[src/rtl/tagged_tlb_pkg.sv]
// Package: shared defaults and the victim-choice outcome type for the
// process-tagged translation cache. Assumes exactly two ways.
package tagged_tlb_pkg;
    localparam int unsigned DEF_VA_W   = 32;
    localparam int unsigned DEF_PG_W   = 12;
    localparam int unsigned DEF_PFN_W  = 20;
    localparam int unsigned DEF_SETS   = 16;
    localparam int unsigned DEF_ASID_W = 8;
    localparam int unsigned DEF_ATTR_W = 4;
    localparam int unsigned DEF_WIN_N  = 2;
    localparam int unsigned DEF_WIN_W  = 8;

    // How a refill picks its way.
    typedef enum logic [1:0] {
        VIC_MATCH   = 2'd0,  // same page and identifier already resident
        VIC_EMPTY   = 2'd1,  // an invalid way is available
        VIC_REPLACE = 2'd2,  // evict an unlocked valid way
        VIC_BLOCKED = 2'd3   // both ways locked, refill discarded
    } vic_kind_t;
endpackage

[src/rtl/tagged_tlb_way.sv]
// Module: one way of the cache. Holds valid, lock, identifier, tag, frame
// and attribute per line. It compares one line for the lookup port and one
// line for the refill port. Assumes wr_en is already gated against a
// same-cycle global invalidate by the parent.
module tagged_tlb_way #(
    parameter int unsigned SETS   = 16,
    parameter int unsigned TAG_W  = 16,
    parameter int unsigned PFN_W  = 20,
    parameter int unsigned ASID_W = 8,
    parameter int unsigned ATTR_W = 4,
    localparam int unsigned IDX_W = $clog2(SETS)
) (
    input  logic              clk,
    input  logic              rst_n,
    input  logic [ASID_W-1:0] cur_asid,
    input  logic [IDX_W-1:0]  lk_idx,
    input  logic [TAG_W-1:0]  lk_tag,
    output logic              hit_o,
    output logic [PFN_W-1:0]  pfn_o,
    output logic [ATTR_W-1:0] attr_o,
    input  logic [IDX_W-1:0]  rf_idx,
    input  logic [TAG_W-1:0]  rf_tag,
    output logic              rf_match_o,
    output logic              rf_vld_o,
    output logic              rf_lck_o,
    input  logic              wr_en,
    input  logic [PFN_W-1:0]  wr_pfn,
    input  logic [ATTR_W-1:0] wr_attr,
    input  logic              wr_lock,
    input  logic              inval_all,
    input  logic              unlock_all
);
    logic              vld_q  [SETS];
    logic              lck_q  [SETS];
    logic [ASID_W-1:0] asid_q [SETS];
    logic [TAG_W-1:0]  tag_q  [SETS];
    logic [PFN_W-1:0]  pfn_q  [SETS];
    logic [ATTR_W-1:0] attr_q [SETS];

    // Lookup compare: valid, tag and identifier must all agree.
    always_comb begin
        hit_o  = vld_q[lk_idx] && (tag_q[lk_idx] == lk_tag) && (asid_q[lk_idx] == cur_asid);
        pfn_o  = pfn_q[lk_idx];
        attr_o = attr_q[lk_idx];
    end

    // Refill-side view of the addressed line for the victim chooser.
    always_comb begin
        rf_vld_o   = vld_q[rf_idx];
        rf_lck_o   = lck_q[rf_idx];
        rf_match_o = vld_q[rf_idx] && (tag_q[rf_idx] == rf_tag) && (asid_q[rf_idx] == cur_asid);
    end

    // Valid and lock state: reset, invalidate sparing locks, fill, unlock.
    always_ff @(posedge clk) begin
        if (!rst_n) begin
            for (int i = 0; i < SETS; i++) begin
                vld_q[i] <= 1'b0;
                lck_q[i] <= 1'b0;
            end
        end else begin
            if (inval_all) begin
                for (int i = 0; i < SETS; i++) begin
                    if (!lck_q[i]) vld_q[i] <= 1'b0;
                end
            end else if (wr_en) begin
                vld_q[rf_idx] <= 1'b1;
                lck_q[rf_idx] <= wr_lock;
            end
            if (unlock_all) begin
                for (int i = 0; i < SETS; i++) lck_q[i] <= 1'b0;
            end
        end
    end

    // Payload fields: written on a committed fill, never reset.
    always_ff @(posedge clk) begin
        if (wr_en) begin
            asid_q[rf_idx] <= cur_asid;
            tag_q[rf_idx]  <= rf_tag;
            pfn_q[rf_idx]  <= wr_pfn;
            attr_q[rf_idx] <= wr_attr;
        end
    end

    // a locked valid entry survives a global invalidate.
    a_r9_locked_kept: assert property (@(posedge clk) disable iff (!rst_n)
        (inval_all && rf_vld_o && rf_lck_o) |=> vld_q[$past(rf_idx)]);

    // a committed fill leaves its line valid.
    a_r5_fill_valid: assert property (@(posedge clk) disable iff (!rst_n)
        wr_en |=> vld_q[$past(rf_idx)]);
endmodule

[src/rtl/tagged_tlb_victim.sv]
// Module: chooses the way a refill writes. The order is a matching entry,
// then an invalid way (way 0 first), then the unlocked way other than the
// most recently used one, then any unlocked way. If none is left the
// refill is blocked. Purely combinational; assumes two ways.
module tagged_tlb_victim
    import tagged_tlb_pkg::*;
(
    input  logic [1:0] match_i,
    input  logic [1:0] vld_i,
    input  logic [1:0] lck_i,
    input  logic       mru_i,
    output logic       way_o,
    output vic_kind_t  kind_o
);
    logic pref;

    // Priority decision for the refill target.
    always_comb begin
        pref   = ~mru_i;
        way_o  = 1'b0;
        kind_o = VIC_MATCH;
        if (match_i[0]) begin
            way_o = 1'b0;
        end else if (match_i[1]) begin
            way_o = 1'b1;
        end else if (!vld_i[0]) begin
            way_o  = 1'b0;
            kind_o = VIC_EMPTY;
        end else if (!vld_i[1]) begin
            way_o  = 1'b1;
            kind_o = VIC_EMPTY;
        end else if (!lck_i[pref]) begin
            way_o  = pref;
            kind_o = VIC_REPLACE;
        end else if (!lck_i[~pref]) begin
            way_o  = ~pref;
            kind_o = VIC_REPLACE;
        end else begin
            kind_o = VIC_BLOCKED;
        end
    end
endmodule

[src/rtl/tagged_tlb_window.sv]
// Module: one bypass window. Compares the top address bits against a base
// under a don't-care mask, qualified by enable and the owning identifier.
module tagged_tlb_window #(
    parameter int unsigned WIN_W  = 8,
    parameter int unsigned ASID_W = 8
) (
    input  logic [WIN_W-1:0]  va_top,
    input  logic [ASID_W-1:0] cur_asid,
    input  logic              en,
    input  logic [WIN_W-1:0]  base,
    input  logic [WIN_W-1:0]  mask,
    input  logic [ASID_W-1:0] owner,
    output logic              hit
);
    // Region membership test.
    always_comb begin
        hit = en && (owner == cur_asid) && (((va_top ^ base) & ~mask) == '0);
    end
endmodule

[src/rtl/tagged_tlb.sv]
// Module: top of the process-tagged translation cache. Single-cycle lookup
// that returns window bypass or cache hit, or a miss. Refill port with
// locking and one recently-used bit per line. Global invalidate spares
// locked entries. Assumes the address and frame widths add up as stated by
// the parameters, and that windows are configured statically.
module tagged_tlb
    import tagged_tlb_pkg::*;
#(
    parameter int unsigned VA_W   = DEF_VA_W,
    parameter int unsigned PG_W   = DEF_PG_W,
    parameter int unsigned PFN_W  = DEF_PFN_W,
    parameter int unsigned SETS   = DEF_SETS,
    parameter int unsigned ASID_W = DEF_ASID_W,
    parameter int unsigned ATTR_W = DEF_ATTR_W,
    parameter int unsigned WIN_N  = DEF_WIN_N,
    parameter int unsigned WIN_W  = DEF_WIN_W,
    localparam int unsigned VPN_W = VA_W - PG_W,
    localparam int unsigned PA_W  = PFN_W + PG_W
) (
    input  logic                    clk,
    input  logic                    rst_n,
    input  logic                    asid_we,
    input  logic [ASID_W-1:0]       asid_wdata,
    input  logic                    lk_valid,
    input  logic [VA_W-1:0]         lk_vaddr,
    output logic                    lk_hit,
    output logic                    lk_miss,
    output logic                    lk_bypass,
    output logic [PA_W-1:0]         lk_paddr,
    output logic [ATTR_W-1:0]       lk_attr,
    input  logic                    refill_en,
    input  logic [VPN_W-1:0]        refill_vpn,
    input  logic [PFN_W-1:0]        refill_pfn,
    input  logic [ATTR_W-1:0]       refill_attr,
    input  logic                    refill_lock,
    output logic                    refill_drop,
    input  logic                    inval_all,
    input  logic                    unlock_all,
    input  logic [WIN_N-1:0]        win_en,
    input  logic [WIN_N*WIN_W-1:0]  win_base,
    input  logic [WIN_N*WIN_W-1:0]  win_mask,
    input  logic [WIN_N*ASID_W-1:0] win_asid,
    input  logic [WIN_N*ATTR_W-1:0] win_attr
);
    localparam int unsigned IDX_W = $clog2(SETS);
    localparam int unsigned TAG_W = VPN_W - IDX_W;
    localparam int unsigned WAYS  = 2;

    logic [ASID_W-1:0] asid_q;
    logic [SETS-1:0]   mru_q;
    logic              drop_q;

    logic [VPN_W-1:0]  lk_vpn;
    logic [IDX_W-1:0]  lk_idx, rf_idx;
    logic [TAG_W-1:0]  lk_tag, rf_tag;

    logic [WAYS-1:0]   way_hit, rf_match, rf_vld, rf_lck, way_wr;
    logic [PFN_W-1:0]  way_pfn  [WAYS];
    logic [ATTR_W-1:0] way_attr [WAYS];

    logic [WIN_N-1:0]  win_hit;
    logic              win_any;
    logic [ATTR_W-1:0] win_attr_sel;

    logic              vic_way;
    vic_kind_t         vic_kind;
    logic              rf_go, rf_commit, rf_block;
    logic              tlb_hit, hit_way;

    // Split the addresses into line index and tag.
    always_comb begin
        lk_vpn = lk_vaddr[VA_W-1:PG_W];
        lk_idx = lk_vpn[IDX_W-1:0];
        lk_tag = lk_vpn[VPN_W-1:IDX_W];
        rf_idx = refill_vpn[IDX_W-1:0];
        rf_tag = refill_vpn[VPN_W-1:IDX_W];
    end

    // Process identifier register, loaded by software.
    always_ff @(posedge clk) begin
        if (!rst_n)       asid_q <= '0;
        else if (asid_we) asid_q <= asid_wdata;
    end

    // Storage ways.
    for (genvar w = 0; w < WAYS; w++) begin : g_way
        tagged_tlb_way #(
            .SETS(SETS), .TAG_W(TAG_W), .PFN_W(PFN_W),
            .ASID_W(ASID_W), .ATTR_W(ATTR_W)
        ) u_way (
            .clk(clk), .rst_n(rst_n), .cur_asid(asid_q),
            .lk_idx(lk_idx), .lk_tag(lk_tag),
            .hit_o(way_hit[w]), .pfn_o(way_pfn[w]), .attr_o(way_attr[w]),
            .rf_idx(rf_idx), .rf_tag(rf_tag),
            .rf_match_o(rf_match[w]), .rf_vld_o(rf_vld[w]), .rf_lck_o(rf_lck[w]),
            .wr_en(way_wr[w]), .wr_pfn(refill_pfn), .wr_attr(refill_attr),
            .wr_lock(refill_lock), .inval_all(inval_all), .unlock_all(unlock_all)
        );
    end

    // Bypass windows.
    for (genvar k = 0; k < WIN_N; k++) begin : g_win
        tagged_tlb_window #(.WIN_W(WIN_W), .ASID_W(ASID_W)) u_win (
            .va_top(lk_vaddr[VA_W-1 -: WIN_W]), .cur_asid(asid_q),
            .en(win_en[k]), .base(win_base[k*WIN_W +: WIN_W]),
            .mask(win_mask[k*WIN_W +: WIN_W]), .owner(win_asid[k*ASID_W +: ASID_W]),
            .hit(win_hit[k])
        );
    end

    // Window priority: the lowest index wins.
    always_comb begin
        win_any      = 1'b0;
        win_attr_sel = '0;
        for (int k = WIN_N - 1; k >= 0; k--) begin
            if (win_hit[k]) begin
                win_any      = 1'b1;
                win_attr_sel = win_attr[k*ATTR_W +: ATTR_W];
            end
        end
    end

    // Lookup result: a window overrides the cache.
    always_comb begin
        tlb_hit   = |way_hit;
        hit_way   = ~way_hit[0];
        lk_bypass = lk_valid && win_any;
        lk_hit    = lk_valid && (win_any || tlb_hit);
        lk_miss   = lk_valid && !win_any && !tlb_hit;
        if (win_any) begin
            lk_paddr = PA_W'(lk_vaddr);
            lk_attr  = win_attr_sel;
        end else begin
            lk_paddr = {way_pfn[hit_way], lk_vaddr[PG_W-1:0]};
            lk_attr  = way_attr[hit_way];
        end
    end

    // Victim selection for the refill line.
    tagged_tlb_victim u_victim (
        .match_i(rf_match), .vld_i(rf_vld), .lck_i(rf_lck),
        .mru_i(mru_q[rf_idx]), .way_o(vic_way), .kind_o(vic_kind)
    );

    // Refill commit gating: invalidate wins, a blocked line drops.
    always_comb begin
        rf_go     = refill_en && !inval_all;
        rf_commit = rf_go && (vic_kind != VIC_BLOCKED);
        rf_block  = rf_go && (vic_kind == VIC_BLOCKED);
        for (int w = 0; w < WAYS; w++) way_wr[w] = rf_commit && (vic_way == w[0]);
    end

    // Recently-used bit per line: lookup hits, then refills take precedence.
    always_ff @(posedge clk) begin
        if (!rst_n) begin
            mru_q <= '0;
        end else begin
            if (lk_valid && !win_any && tlb_hit) mru_q[lk_idx] <= hit_way;
            if (rf_commit)                       mru_q[rf_idx] <= vic_way;
        end
    end

    // One-cycle drop flag for a refill that found both ways locked.
    always_ff @(posedge clk) begin
        if (!rst_n) drop_q <= 1'b0;
        else        drop_q <= rf_block;
    end
    assign refill_drop = drop_q;

    // the ways never both hold the looked-up page.
    a_r8_single_way_hit: assert property (@(posedge clk) disable iff (!rst_n)
        lk_valid |-> $onehot0(way_hit));

    // a committed replacement never targets a locked way.
    a_r7_no_locked_victim: assert property (@(posedge clk) disable iff (!rst_n)
        (rf_commit && rf_vld == 2'b11 && rf_match == 2'b00) |-> !rf_lck[vic_way]);

    // a full locked line raises the drop flag the next cycle.
    a_r7_drop_flag: assert property (@(posedge clk) disable iff (!rst_n)
        (rf_go && rf_vld == 2'b11 && rf_lck == 2'b11 && rf_match == 2'b00) |=> refill_drop);

    // with both ways free to go, the recently used one is kept.
    a_r6_not_mru: assert property (@(posedge clk) disable iff (!rst_n)
        (rf_go && rf_match == 2'b00 && rf_vld == 2'b11 && rf_lck == 2'b00)
        |-> (vic_way != mru_q[rf_idx]));

    // a bypass returns the virtual address unchanged.
    a_r11_identity: assert property (@(posedge clk) disable iff (!rst_n)
        lk_bypass |-> (lk_hit && !lk_miss && lk_paddr == PA_W'(lk_vaddr)));

    // hit and miss are exclusive and need a request.
    a_r2_hit_miss_excl: assert property (@(posedge clk) disable iff (!rst_n)
        (lk_hit || lk_miss) |-> (lk_valid && !(lk_hit && lk_miss)));
endmodule

[config.mk]
export PLATFORM = sky130hd
export DESIGN_NAME = tagged_tlb
export DESIGN_NICKNAME = d
export VERILOG_FILES = /design/src/rtl/tagged_tlb_pkg.sv /design/src/rtl/tagged_tlb_way.sv /design/src/rtl/tagged_tlb_victim.sv /design/src/rtl/tagged_tlb_window.sv /design/src/rtl/tagged_tlb.sv
export SDC_FILE = /design/constraint.sdc
export NUM_CORES = 2
export LEC_CHECK = 0
export BUFFER_PORTS_ARGS = -buffer_cell sky130_fd_sc_hd__buf_2
export CORE_MARGIN = 1
export CORE_UTILIZATION = 50
export CTS_CLUSTER_DIAMETER = 30
export DETAILED_ROUTE_END_ITERATION = 12
export PLACE_DENSITY_LB_ADDON = 0.15
export SLEW_MARGIN = 25
export SYNTH_ARGS = -nofsm -noshare
export SYNTH_HDL_FRONTEND = slang
export SYNTH_SLANG_ARGS = --single-unit
[constraint.sdc]
create_clock -name clk -period 12.32 [get_ports clk]
set_input_delay 0.616 -clock clk [delete_from_list [all_inputs] [get_ports clk]]
set_output_delay 0.616 -clock clk [all_outputs]
set_load 0.03 [all_outputs]
Word level (Yosys, flattened, before mapping)
Memories as Yosys holds them, arrays and structs flattened.
Index checks and enable logic that the tools add are counted.

operators by class
  muxes and demuxes = 257
  reductions and logical operators = 35
  bitwise gates (word level) = 170
  equal/unequal tests = 44
  magnitude comparators = 7

operators with widths
  cell                                                                count
  two-way mux 1 bit                                                   230
  equality test 4 bit (second input constant)                         32
  AND 1 bit                                                           64
  equality test 16 bit                                                4
  bitwise OR 1 bit                                                    64
  two-way mux 20 bit                                                  3
  equality test 8 bit                                                 6
  two-way mux 16 bit                                                  3
  two-way mux 4 bit                                                   10
  NOT 1 bit                                                           35
  bitwise mux 16 bit                                                  2
  two-way mux 32 bit                                                  1
  logical AND 1 bit                                                   24
  AND 8 bit                                                           2
  zero test 8 bit                                                     2
  NOT 8 bit                                                           2
  XOR 8 bit                                                           2
  < comparator 4 x 5 -> 1 bit (second input constant)                 2
  two-way mux 2 bit                                                   5
  demux 1 bit (select 4 bit)                                          2
  greater-or-equal comparator 4 x 1 -> 1 bit (second input constant)  2
  binary-select mux 1 bit (select 4 bit)                              1
  < comparator 1 x 2 -> 1 bit (second input constant)                 2
  OR reduction 1 bit                                                  4
  other kinds (7)                                                     9

word-level totals
  word-level logic and storage cells = 528
  register bits after elaboration = 25
  RAM bits = 1,600
  memories = 12
  output and inout bits = 40

memory list
  memory                 depth  bits a word  read ports  clocked after memory_dff  write ports  line                  text
  g_way[0].u_way.pfn_q   16     20           1           0                         1            tagged_tlb_way.sv:37  logic [PFN_W-1:0] pfn_q [SETS];
  g_way[1].u_way.pfn_q   16     20           1           0                         1            tagged_tlb_way.sv:37
  g_way[0].u_way.tag_q   16     16           2           0                         1            tagged_tlb_way.sv:36  logic [TAG_W-1:0] tag_q [SETS];
  g_way[1].u_way.tag_q   16     16           2           0                         1            tagged_tlb_way.sv:36
  g_way[0].u_way.asid_q  16     8            2           0                         1            tagged_tlb_way.sv:35  logic [ASID_W-1:0] asid_q [SETS];
  g_way[1].u_way.asid_q  16     8            2           0                         1            tagged_tlb_way.sv:35
  +6 memories            n/a    n/a          n/a         n/a                       n/a          n/a

Logic depth before layout (Yosys ltp)
  depth in word-level cells = 35
  mapped depth = 18
  mapped depth without buffers = 9

Hierarchy
Synthesis repeated with hierarchy kept, for this count alone.

unflattened totals
  cells, all modules = 3,740
  area, all modules = 72,224.3 um^2

modules (own cells, without submodules)
  module                            times used  area each (um^2)  cells an instance
  tagged_tlb_way at g_way[1].u_way  1           34,850.9          1,707
  tagged_tlb_way at g_way[0].u_way  1           34,603.2          1,686
  tagged_tlb                        1           2,317.2           288
  tagged_tlb_window                 2           200.2             25
  tagged_tlb_victim                 1           52.6              9

Worst setup path before layout
Ideal clock, no wire load.

  path kind = input port to flip-flop
  from = input refill_vpn[0]
  to = memory g_way[1].u_way.asid_q[7][0], enable pin
  path buffers = 5
  arrival time = 6.673 ns
  stages = 11
  setup slack = 5.127 ns
  path through = buf_4 -> buf_2 -> buf_4 -> buf_2 -> buf_2 -> mux4_2 -> mux4_2 -> o21ai_0 -> and2_1 -> a21oi_2 -> nor3_1

on the way
  longest elaborated chain between the ends = 15

RTL lines
  item                                                   line                     text
  start, declared                                        tagged_tlb.sv:32         input logic [VPN_W-1:0] refill_vpn,
  binary-select mux 1 bit (select 4 bit)                 tagged_tlb.sv:142        .mru_i(mru_q[rf_idx]), .way_o(vic_way), .kind_o(vic_kind)
  two-way mux 1 bit (implied by the code)                tagged_tlb.sv:142
  two-way mux 1 bit (implied by the code) (2 in series)  tagged_tlb_victim.sv:35  end else if (!lck_i[~pref]) begin
  two-way mux 1 bit                                      tagged_tlb_victim.sv:35
  two-way mux 2 bit                                      tagged_tlb_victim.sv:32  end else if (!lck_i[pref]) begin
  two-way mux 2 bit                                      tagged_tlb_victim.sv:29  end else if (!vld_i[1]) begin
  two-way mux 2 bit                                      tagged_tlb_victim.sv:26  end else if (!vld_i[0]) begin
  two-way mux 2 bit                                      tagged_tlb_victim.sv:24  end else if (match_i[1]) begin
  two-way mux 2 bit                                      tagged_tlb_victim.sv:22  if (match_i[0]) begin
  != test 2 bit                                          tagged_tlb.sv:148        rf_commit = rf_go && (vic_kind != VIC_BLOCKED);
  logical AND 1 bit                                      tagged_tlb.sv:148
  logical AND 1 bit                                      tagged_tlb.sv:150        for (int w = 0; w < WAYS; w++) way_wr[w] = rf_commit && (vic_way == w[0]);
  two-way mux 1 bit                                      tagged_tlb_way.sv:78     if (wr_en) begin
  two-way mux 1 bit (implied by the code)                tagged_tlb_way.sv:79     asid_q[rf_idx] <= cur_asid;
  end, declared                                          tagged_tlb_way.sv:35

Several ways; a longest one is shown, not always the timed one. The select of a mux whose other input is x is not followed.

Worst setup path after layout
  from = input lk_vaddr[12]
  to = output lk_attr[2]

on the way
  longest elaborated chain between the ends = 10

RTL lines
  item                                                     line                  text
  start, declared                                          tagged_tlb.sv:25      input logic [VA_W-1:0] lk_vaddr,
  memory (16 x 16 bit)                                     n/a
  equality test 16 bit                                     tagged_tlb_way.sv:42  hit_o = vld_q[lk_idx] && (tag_q[lk_idx] == lk_tag) && (asid_q[lk_idx] == cur_asid);
  logical AND 1 bit (2 in series)                          tagged_tlb_way.sv:42
  NOT 1 bit                                                tagged_tlb.sv:126     hit_way = ~way_hit[0];
  NOT 1 -> 2 bit (implied by the code)                     tagged_tlb.sv:135     lk_attr = way_attr[hit_way];
  two-way mux 4 bit (implied by the code) * (3 in series)  tagged_tlb.sv:135
  two-way mux 4 bit *                                      tagged_tlb.sv:130     if (win_any) begin
  end, declared                                            tagged_tlb.sv:30      output logic [ATTR_W-1:0] lk_attr,

Mark *: on every way between the ends. The rest lies on a longest branch, timed or not. The select of a mux whose other input is x is not followed.

==> impl_summary.log <==
INFO  metric status = finished clean
INFO  metric timing.critical_path.arrival = roughly 6700 ps
INFO  metric drive_gt1_share = between 30% and 40%
INFO  metric cp-end-kind = output pin
INFO  metric placed_area = ~77000 µm²
INFO  metric period_needed = approximately 7300 ps
INFO  metric min_path_type = primary input to flop
INFO  metric cellInternalPower = roughly 13 mW
INFO  metric beginning_of_the_worst_register_to_register_path = asid_q[6]$_SDFFE_PN0P_
INFO  metric holdBufCountCts = 8
INFO  metric core_area = 146000 µm²
INFO  metric max-slew-margin-rel = between 10% and 20%
INFO  metric cell_type_with_the_highest_occurrence_count_on_the_critical_path = buf_4
INFO  metric synth_warnings = 0
INFO  metric syn-mean-instance-area = 18.6 µm²
INFO  metric floorplan.io_pins = 190
INFO  metric postSynthCellCount = between 3000 and 4000
INFO  metric timing.reg2reg.setup_slack = a little over 6000 ps
INFO  metric clock_insertion_delay_worst_skew = roughly 940 ps
INFO  metric synth_sequential_area_ratio = 65.3%
INFO  metric path_buf_inv = 6
INFO  metric total_grt_usage = approximately a third
INFO  metric critPathSlowestCell = a211oi_1
INFO  metric reg2reg_to = g_way[1].u_way.pfn_q[4][13]$_DFFE_PP_
INFO  metric fin_setup_tns = 0 ps
INFO  metric initial_utilization = a little over 50%
INFO  metric rsz0062_at_grt = no
INFO  metric detailedRoute.firstPassIterationCount = 7
INFO  metric synth.cell_area = around 74000 µm²
INFO  metric final.setup.worst_slack = 5010 ps
INFO  metric cts_resized = 0
INFO  metric drcViolationCount = 0
INFO  metric cts.path.max_buffers = 4
INFO  metric route.vias.total = roughly 44000
INFO  metric final-setup-viol-count = 0
INFO  metric setup_slack_after_placement = approximately 4300 ps
INFO  metric part_of_the_total_power_dissipated_in_sequential_elements = roughly 37%
INFO  metric total_switching_power = 3.71 mW
INFO  metric design_area = just under 90000 µm²
INFO  metric cap_viol_max_count = 0
INFO  metric wire_length_of_the_first_global_routing_pass = 331 mm
INFO  metric tightest_slew = ~1200 ps
INFO  metric final_wirelength = ~230 mm
INFO  metric p_clk_share = 57.1%
INFO  metric synth_edf_count = between 1500 and 2000
INFO  metric clkSinkCount = around 1600
INFO  metric delay_contributed_by_the_slowest_stage_of_the_critical_path = around 810 ps
INFO  metric residual_antenna_violating_net_count_after_detailed_routing = 0
INFO  metric post_drt_via_cell_ratio = a little under 7
INFO  metric setup.worst_path.start_class = primary input
INFO  metric mappedNetlistNets = 4108
INFO  metric timing.hold.worst.start = unlock_all
INFO  metric clock.fmax = about 140 MHz
INFO  metric ys_seq_elements = approximately 1600
INFO  metric cpLargestDelayFamily = buffers and inverters
INFO  metric grt_overflow = 0
INFO  metric post_cts.repair.setup_buffers = 0
INFO  metric synthDistinctLibCells = 90
INFO  metric route.detailed.wl_per_inst = about 36 µm
INFO  metric reg2reg_depth = 11
INFO  metric path_class = primary input to output pin
INFO  metric peakVddDrop = 0.000158 V
INFO  metric path_cells = buf_8 > buf_4 > buf_4 > mux4_2 > nor2_1 > a211oi_1 > xnor2_1 > nand4_1 > a221o_1 > nor4b_4 > buf_4 > buf_4 > mux2i_1 > o21ai_0 > buf_2
INFO  metric power.share.combinational = just under 6%
INFO  metric dieArea = about 150000 µm²
INFO  metric timing.critical_path.required = approximately 12000 ps
INFO  metric skew = 103 ps
INFO  metric die_width = 386 µm
INFO  metric tritoncts = done
INFO  metric grt_max_degree = roughly 130
INFO  metric switching_share = between 20 and 25%
INFO  metric whs_path_depth = 4
INFO  metric min_to = g_way[0].u_way.lck_q[7]$_DFF_P_
INFO  metric path_max_fanout = between 50 and 60
INFO  metric dominantRegCellSynth = edfxtp_1
INFO  metric clk_transition_reported_paths = ~50 ps
INFO  metric via_count_of_the_first_global_routing_pass = 44500
INFO  metric placement.io_buffers = approximately 170
INFO  metric period_share = between 50% and 60%
INFO  metric cts_buffer_count = ~360
INFO  metric report.final.hold_viol_count = 0
INFO  metric gp_congestion = 1.04
INFO  metric area_growth_syn_to_layout = 20.5%
INFO  metric final-max-slew-violation-count = 0
INFO  metric pwr_density_cell = between 150 and 200 nW/µm²
INFO  metric num-fill-cells = roughly 10000
INFO  metric fin_total_pwr = around 17 mW
INFO  metric antenna_found_initial = 10
INFO  metric fp.dieH = roughly 390 µm
INFO  metric fin_worst_hold_slack = approximately 170 ps
INFO  metric floorplan.rows = between 100 and 150
INFO  metric nNetsFinal = around 4500
INFO  metric initialDrtViolationCount = about 5600
INFO  metric cts_htree_levels = 5
INFO  metric detailedPlacementHpwl = between 100 and 150 mm
INFO  metric clock-root-buffer = clkbuf_16
INFO  metric static-leakage-power = just under 30 nW
INFO  metric synth-async-reset-ratio = 0%
## routing by layer
metal | track usage [%] | wire (µm)
met1 | 42.4 | 88300
met2 | 49.2 | 109000
met3 | 7.48 | 23800
met4 | 16.1 | 13100
met5 | 0 | 102
## per-stage QoR
| stage | cells | util, % |
|---|---|---|
| detailed placement | 5861 | 52.5 |
| global route | 6514 | 60.8 |
| finish | 6515 | 60.8 |
| global placement | 5853 | 52.3 |
| floorplan | 3958 | - |
| CTS | 6512 | 60.8 |
## cells in the mapped netlist (21+ instances only)
cell type,count,area (µm²)
a21oi_1,53,265
a22oi_1,54,405
a31oi_1,23,144
and3_1,22,138
buf_1,35,131
buf_2,66,330
buf_4,66,495
clkbuf_1,109,409
dfxtp_1,75,1500
edfxtp_1,1550,46500
inv_1,50,188
mux2_2,49,552
mux2i_1,252,2520
mux4_2,614,13800
nand2_1,160,601
nand3_1,32,160
nor2_1,91,342
nor2b_1,21,131
nor3_1,32,160
nor4_1,21,131
o21ai_0,89,445
o22ai_1,50,313
xnor2_1,105,920
## worst register-to-register path, delay by kind of cell, from the launching register on
kind,cells,cell delay (ps)
buf+inv,3,1870
compound gates,3,790
flops,1,310
simple gates,5,2740
## cell usage in the layout (no fill, tap or decap), drive strengths merged, types with 75 or more instances in the layout
| cell type | count |
|---|---|
| buf | 275 |
| clkbuf | 406 |
| clkinv | 124 |
| dfxtp | 75 |
| edfxtp | 1550 |
| inv | 87 |
| mux2i | 252 |
| mux4 | 614 |
| nand2 | 161 |
| nor2 | 92 |
| o21ai | 94 |
| xnor2 | 105 |
## registers in the layout, summed over array words and instances (netlist names)
| register | count |
|---|---|
| g_way.u_way.vld_q | 32 |
| g_way.u_way.asid_q | 256 |
| mru_q | 16 |
| g_way.u_way.tag_q | 512 |
| g_way.u_way.lck_q | 32 |
| asid_q | 8 |
| g_way.u_way.pfn_q | 640 |
| g_way.u_way.attr_q | 128 |
| refill_drop | 1 |
## power by group through the flow
stage | sequential, mW | clock (mW) | combinational (mW)
2_1_floorplan | 6.21 | 0 | 0.582
3_3_place_gp | 6.21 | 0 | 0.953
3_5_place_dp | 6.22 | 0 | 0.956
4_1_cts | 6.12 | 9.52 | 0.962
5_1_grt | 6.11 | 9.79 | 1.01
6_report | 6.12 | 9.45 | 0.977
## kinds of logic after synthesis
kind of cell | after synthesis | synth area share [%]
flops | 1625 | 65.3
mux | 915 | 23.0
compound gates | 488 | 4.86
simple gates | 470 | 3.19
buf+inv | 347 | 2.36
xor+xnor | 113 | 1.34
## cell type report
class | count | area (µm²) | share of cell area, %
multi-input cells | 1986 | 24000 | 27.1
clock inverters | 238 | 2600 | 2.94
diodes | 2 | 5.00 | 0.00564
repair buffers | 284 | 1990 | 2.24
flip-flops and latches | 1625 | 48100 | 54.2
clock buffers | 405 | 9390 | 10.6
well taps | 1917 | 2400 | 2.70
inverters | 58 | 254 | 0.286
## worst max-delay path by stage
stage                  startpoint                               endpoint  cells after the start
finish               lk_vaddr[12]                             lk_attr[2]                     15
global route         lk_vaddr[12]                             lk_attr[2]                     15
CTS                  lk_vaddr[12]                           lk_paddr[18]                     15
detailed placement  refill_vpn[1]  g_way[1].u_way.pfn_q[4][13]$_DFFE_PP_                     13
global placement    refill_vpn[0]  g_way[1].u_way.pfn_q[4][13]$_DFFE_PP_                     12
floorplan           refill_vpn[0]  g_way[1].u_way.asid_q[7][0]$_DFFE_PP_                     11
Power figures use the tool's default switching activity.
